[src/rtl/sdc_pkg.sv]
package sdc_pkg;
   localparam int M_BITS    = 9;
   localparam int N_BITS    = 2;
   localparam int T_BITS    = 3;
   localparam int WORD_BITS = M_BITS + N_BITS + T_BITS;
   // positions inside the synchronized pin vector
   localparam int PIN_SCLK  = 0;
   localparam int PIN_PLOAD = 1;
   localparam int PIN_SLOAD = 2;
   localparam int PIN_SDATA = 3;
   localparam int PIN_COUNT = 4;
endpackage

[src/rtl/sdc_sync.sv]
module sdc_sync #(
   parameter int           W       = 4,
   parameter int           STAGES  = 2,
   parameter logic [W-1:0] RST_VAL = '0
) (
   input  logic         clk,
   input  logic         rst_n,
   input  logic [W-1:0] raw_i,
   output logic [W-1:0] sync_o
);
   logic [W-1:0] chain_q [STAGES];

   for (genvar s = 0; s < STAGES; s++) begin : g_stage
      always_ff @(posedge clk or negedge rst_n) begin
         if (!rst_n) begin
            chain_q[s] <= RST_VAL;
         end else begin
            if (s == 0) chain_q[s] <= raw_i;
            else        chain_q[s] <= chain_q[(s == 0) ? 0 : s-1];
         end
      end
   end

   assign sync_o = chain_q[STAGES-1];
endmodule

[src/rtl/sdc_shreg.sv]
module sdc_shreg #(
   parameter int W = 14
) (
   input  logic         clk,
   input  logic         rst_n,
   input  logic         shift_i,
   input  logic         din_i,
   output logic [W-1:0] word_o
);
   always_ff @(posedge clk or negedge rst_n) begin
      if (!rst_n)       word_o <= '0;
      else if (shift_i) word_o <= {word_o[W-2:0], din_i};
   end
endmodule

[src/rtl/sdc_latch.sv]
module sdc_latch #(
   parameter int M_W   = 9,
   parameter int N_W   = 2,
   parameter int T_W   = 3,
   parameter int M_RST = 200,
   localparam int WW   = M_W + N_W + T_W
) (
   input  logic           clk,
   input  logic           rst_n,
   input  logic           par_evt_i,
   input  logic           ser_evt_i,
   input  logic           par_lvl_i,
   input  logic [M_W-1:0] m_pin_i,
   input  logic [N_W-1:0] n_pin_i,
   input  logic [WW-1:0]  word_i,
   output logic [M_W-1:0] m_o,
   output logic [N_W-1:0] n_o,
   output logic [T_W-1:0] t_o
);
   logic ser_ok;
   assign ser_ok = ser_evt_i & par_lvl_i;

   always_ff @(posedge clk or negedge rst_n) begin
      if (!rst_n) begin
         m_o <= M_W'(M_RST);
         n_o <= '0;
         t_o <= '0;
      end else if (par_evt_i) begin
         m_o <= m_pin_i;
         n_o <= n_pin_i;
      end else if (ser_ok) begin
         t_o <= word_i[WW-1 -: T_W];
         n_o <= word_i[M_W +: N_W];
         m_o <= word_i[M_W-1:0];
      end
   end
endmodule

[src/rtl/sdc_decode.sv]
module sdc_decode #(
   parameter int M_W  = 9,
   parameter int N_W  = 2,
   parameter int M_LO = 200,
   parameter int M_HI = 400,
   localparam int NCODES = 1 << N_W
) (
   input  logic [M_W-1:0]    m_i,
   input  logic [N_W-1:0]    n_i,
   output logic [NCODES-1:0] ratio_o,
   output logic              lock_err_o
);
   localparam logic [M_W-1:0] LO = M_W'(M_LO);
   localparam logic [M_W-1:0] HI = M_W'(M_HI);

   for (genvar c = 0; c < NCODES; c++) begin : g_code
      assign ratio_o[c] = (n_i == N_W'(c));
   end

   assign lock_err_o = (m_i < LO) || (m_i > HI);
endmodule

[src/rtl/synth_div_config.sv]
module synth_div_config
   import sdc_pkg::*;
#(
   parameter int M_W         = M_BITS,
   parameter int N_W         = N_BITS,
   parameter int T_W         = T_BITS,
   parameter int SYNC_STAGES = 2,
   parameter int M_RST       = 200,
   parameter int M_LO        = 200,
   parameter int M_HI        = 400,
   localparam int WW         = M_W + N_W + T_W,
   localparam int NCODES     = 1 << N_W
) (
   input  logic              clk,
   input  logic              rst_n,
   input  logic              sclk_i,
   input  logic              sdata_i,
   input  logic              sload_i,
   input  logic              pload_i,
   input  logic [M_W-1:0]    m_pin_i,
   input  logic [N_W-1:0]    n_pin_i,
   output logic [M_W-1:0]    m_o,
   output logic [N_W-1:0]    n_o,
   output logic [T_W-1:0]    t_o,
   output logic [NCODES-1:0] ratio_o,
   output logic              lock_err_o
);
   // elaboration checks
   if (SYNC_STAGES < 1) begin : g_bad_sync
      $error("SYNC_STAGES must be at least 1");
   end
   if (M_RST >= (1 << M_W) || M_HI >= (1 << M_W)) begin : g_bad_m
      $error("reset or upper count does not fit M_W");
   end
   if (M_LO > M_HI) begin : g_bad_win
      $error("lock window is empty");
   end

   // strobes idle at the level whose edge they never act on
   localparam logic [PIN_COUNT-1:0] PIN_RST =
      PIN_COUNT'((1 << PIN_SCLK) | (1 << PIN_PLOAD));

   logic [PIN_COUNT-1:0] pin_raw, pin_s;
   logic [2:0]           prev_q;
   logic                 sclk_rise, p_rise, s_fall, p_lvl, sdata_s;
   logic [WW-1:0]        word_q;

   assign pin_raw[PIN_SCLK]  = sclk_i;
   assign pin_raw[PIN_PLOAD] = pload_i;
   assign pin_raw[PIN_SLOAD] = sload_i;
   assign pin_raw[PIN_SDATA] = sdata_i;

   sdc_sync #(.W(PIN_COUNT), .STAGES(SYNC_STAGES), .RST_VAL(PIN_RST)) u_sync (
      .clk(clk), .rst_n(rst_n), .raw_i(pin_raw), .sync_o(pin_s)
   );

   always_ff @(posedge clk or negedge rst_n) begin
      if (!rst_n) prev_q <= PIN_RST[2:0];
      else        prev_q <= pin_s[2:0];
   end

   assign sclk_rise = pin_s[PIN_SCLK]  & ~prev_q[PIN_SCLK];
   assign p_rise    = pin_s[PIN_PLOAD] & ~prev_q[PIN_PLOAD];
   assign s_fall    = ~pin_s[PIN_SLOAD] & prev_q[PIN_SLOAD];
   assign p_lvl     = pin_s[PIN_PLOAD];
   assign sdata_s   = pin_s[PIN_SDATA];

   sdc_shreg #(.W(WW)) u_shreg (
      .clk(clk), .rst_n(rst_n), .shift_i(sclk_rise), .din_i(sdata_s), .word_o(word_q)
   );

   sdc_latch #(.M_W(M_W), .N_W(N_W), .T_W(T_W), .M_RST(M_RST)) u_latch (
      .clk(clk), .rst_n(rst_n),
      .par_evt_i(p_rise), .ser_evt_i(s_fall), .par_lvl_i(p_lvl),
      .m_pin_i(m_pin_i), .n_pin_i(n_pin_i), .word_i(word_q),
      .m_o(m_o), .n_o(n_o), .t_o(t_o)
   );

   sdc_decode #(.M_W(M_W), .N_W(N_W), .M_LO(M_LO), .M_HI(M_HI)) u_decode (
      .m_i(m_o), .n_i(n_o), .ratio_o(ratio_o), .lock_err_o(lock_err_o)
   );
endmodule

[config.mk]
export PLATFORM = sky130hd
export DESIGN_NAME = synth_div_config
export DESIGN_NICKNAME = d
export VERILOG_FILES = /design/src/rtl/sdc_pkg.sv /design/src/rtl/sdc_sync.sv /design/src/rtl/sdc_shreg.sv /design/src/rtl/sdc_latch.sv /design/src/rtl/sdc_decode.sv /design/src/rtl/synth_div_config.sv
export SDC_FILE = /design/constraint.sdc
export NUM_CORES = 1
export LEC_CHECK = 0
export ABC_AREA = 1
export CORE_ASPECT_RATIO = 1.5
export CORE_MARGIN = 1
export CORE_UTILIZATION = 50
export CTS_BUF_LIST = sky130_fd_sc_hd__clkbuf_8
export DETAILED_ROUTE_END_ITERATION = 8
export MAX_ROUTING_LAYER = met4
export PLACE_DENSITY_LB_ADDON = 0.05
export SYNTH_ARGS = -nofsm -noshare
export SYNTH_HDL_FRONTEND = slang
export SYNTH_SLANG_ARGS = --single-unit
export TNS_END_PERCENT = 10
[constraint.sdc]
create_clock -name clk -period 2.35 [get_ports clk]
set_input_delay 0.47 -clock clk [delete_from_list [all_inputs] [get_ports clk]]
set_output_delay 0.47 -clock clk [all_outputs]
set_load 0.01 [all_outputs]
==> metrics.txt <==
vias in the first global route 1315; net load switching power 503 uW; Worst EP required 1880 ps; Synth Instances 205; total grt overflow 0; # IOs 36; # nets final 257; post-DR vias/cell 4.72; global-route wire length before repair 5600 um; DRC viols 0; core area 3190 um^2; CP Capture Type primary output; Reg clk slew, reported paths 70 ps; # diodes 0; Synthesis Warnings 0; final setup vio count 0; Crit Path Max Fanout 5; layout cells sized above 1 0.104; Hold Path Class in2async; routed len/inst 11.3 um; TritonCTS clock tree done; register area share after synthesis 0.586; GRT Total Usage 0.213; Cell Pwr Density 801 nW/um^2; CTS buffer count 5; Avg Inst Size Synth 8.22 um^2; post-route setup TNS 0 ps; CTS sink cnt 39; fin area 2110 um^2; Pint 1190 uW; Die Area 3610 um^2; Sequential Power Share 0.515; fin crit share 0.919; final worst setup slack 190 ps; FMAX 463 MHz; Tmin final 2160 ps; area leader, netlist dfrtp_1; largest net degree at the start of global routing 40; routed wire length 3170 um; P&R area growth vs syn 25.2%; Max-cap violations 0; Pre-Repair DR Iteration Count 4; startpoint types register; # Post-CTS Setup Buffers 0; hold-fix buffers at CTS 0; critical path type reg2out; Arrival @ worst endpoint 1690 ps; WHS 276 ps; RSZ-0062 raised after global routing false; power consumption 1690 uW; # H-tree levels 2; worst-margin pin slew 825 ps; Clock Power Share 0.259; status finished clean; Die Y 73.1 um; post-route clock skew 3.44 ps; initial antenna violation count 0; total number of vias 1326; Leakage 0.00110 uW; post_cts resized 0; post-synth cell types 15; Post-Syn Area 1690 um^2; CTS root buf clkbuf_8; Sw Share 0.297; Synth top area share 0.445; number of buffers added on ports 35; die width 49.4 um; relative slew slack 0.450; largest cells by area after synthesis dfrtp_1, nand2_1, dfstp_2; area post-placement 2020 um^2; pre-CTS setup slack 509 ps; syn_nets 222; Placer Congestion 0.786; Initial Utilization 0.528; dpl hpwl 2280 um; Filler cells 277; number of synthesized register bits 39; Comb pwr share 0.227; Worst-Skew Late Latency 290 ps; clk buf depth 2; Max IR drop VDD 0.608 mV; cell row count 25; antenna viol nets, final 0; final hold vios 0; Slew Limit Fails 0; 1st-iter DRT viols 31
layout by cell type (no fill, tap or decap):
| master | count |
|---|---|
| nand2_1 | 110 |
| clkdlybuf4s50_1 | 34 |
| dfrtp_1 | 30 |
| inv_1 | 15 |
| nand3_1 | 13 |
| dfstp_2 | 9 |
| nor2_1 | 8 |
| clkbuf_8 | 5 |
| o21ai_0 | 4 |
| inv_2 | 3 |
| a21oi_1 | 2 |
| nand2_2 | 2 |
| clkinvlp_4 | 2 |
| nor2_4 | 1 |
| nand3_2 | 1 |
| clkinv_2 | 1 |
| buf_2 | 1 |
metal layers:
| metal | GRT usage | vias to the layer above | share of wire |
|---|---|---|---|
| li1 | - | 684 | - |
| met1 | 0.223 | 599 | 0.41 |
| met2 | 0.371 | 39 | 0.53 |
| met3 | 0.0438 | 4 | 0.042 |
| met4 | 0.117 | 0 | 0.013 |
| met5 | - | - | 0 |
final timing paths:
path	from	endpoint	slack [ps]	depth (start not counted)
max in group asynchronous	rst_n	u_shreg.word_o[3]	1560	1
min reg2reg	u_sync.chain_q[5]	u_sync.sync_o[1]	360	0
min in group clk	u_sync.chain_q[5]	u_sync.sync_o[1]	360	0
max	u_latch.m_o[6]	lock_err_o	190	7
max reg2reg	u_sync.sync_o[0]	u_shreg.word_o[6]	970	2
min	rst_n	u_shreg.word_o[8]	280	1
logic make-up (layout without fill, tap and decap cells):
kind of cell / Yosys count / count (layout) / share of synthesized area
and+or+nand+nor: 135 / 135 / 0.321
DFF: 39 / 39 / 0.586
buffers and inverters: 25 / 61 / 0.0750
AOI/OAI and AO/OA: 6 / 6 / 0.0178
critical path, stage by stage, from the launching register on:
cell             delay, ps
dfstp_2                570
inv_1                   50
nand2_1                 70
nor2_1                  40
nand2_1                 60
nand2_1                 50
nand2_1                 50
clkdlybuf4s50_1        520
layout make-up:
class | count | area [um^2] | area share
Clock buffer | 5 | 68.8 | 0.0326
Clock inverter | 3 | 20.0 | 0.00948
Inverter | 18 | 67.6 | 0.0320
Multi-Input combinational cell | 141 | 572 | 0.271
Sequential cell | 39 | 987 | 0.468
Tap cell | 40 | 50.0 | 0.0237
Timing Repair Buffer | 35 | 345 | 0.164
Yosys cell counts:
cell / instances
buf_6: 4
nor2_1: 8
clkbuf_1: 1
nand2_2: 2
o21ai_0: 4
inv_2: 3
buf_2: 2
nand2_1: 110
dfrtp_1: 30
inv_1: 15
nor2_4: 1
a21oi_1: 2
nand3_1: 13
dfstp_2: 9
nand3_2: 1
metrics by stage:
step | util | std cells
global placement | 0.634 | 273
CTS | 0.662 | 281
finish | 0.662 | 281
global route | 0.662 | 281
detailed placement | 0.634 | 273
floorplan | - | 205
power groups by stage:
stage	clock network [uW]	registers, uW	logic (uW)
2_1_floorplan	0	885	183
3_3_place_gp	0	877	374
3_5_place_dp	0	883	387
4_1_cts	456	870	387
5_1_grt	475	886	434
6_report	437	871	383
sequential cells by signal (all words and copies together), names as in the netlist:
signal / cells
u_shreg.word_o: 14
u_latch.m_o: 9
u_sync.chain_q: 4
u_sync.sync_o: 4
prev_q: 3
u_latch.t_o: 3
u_latch.n_o: 2
Note: power is estimated with default switching activity, not from simulation.
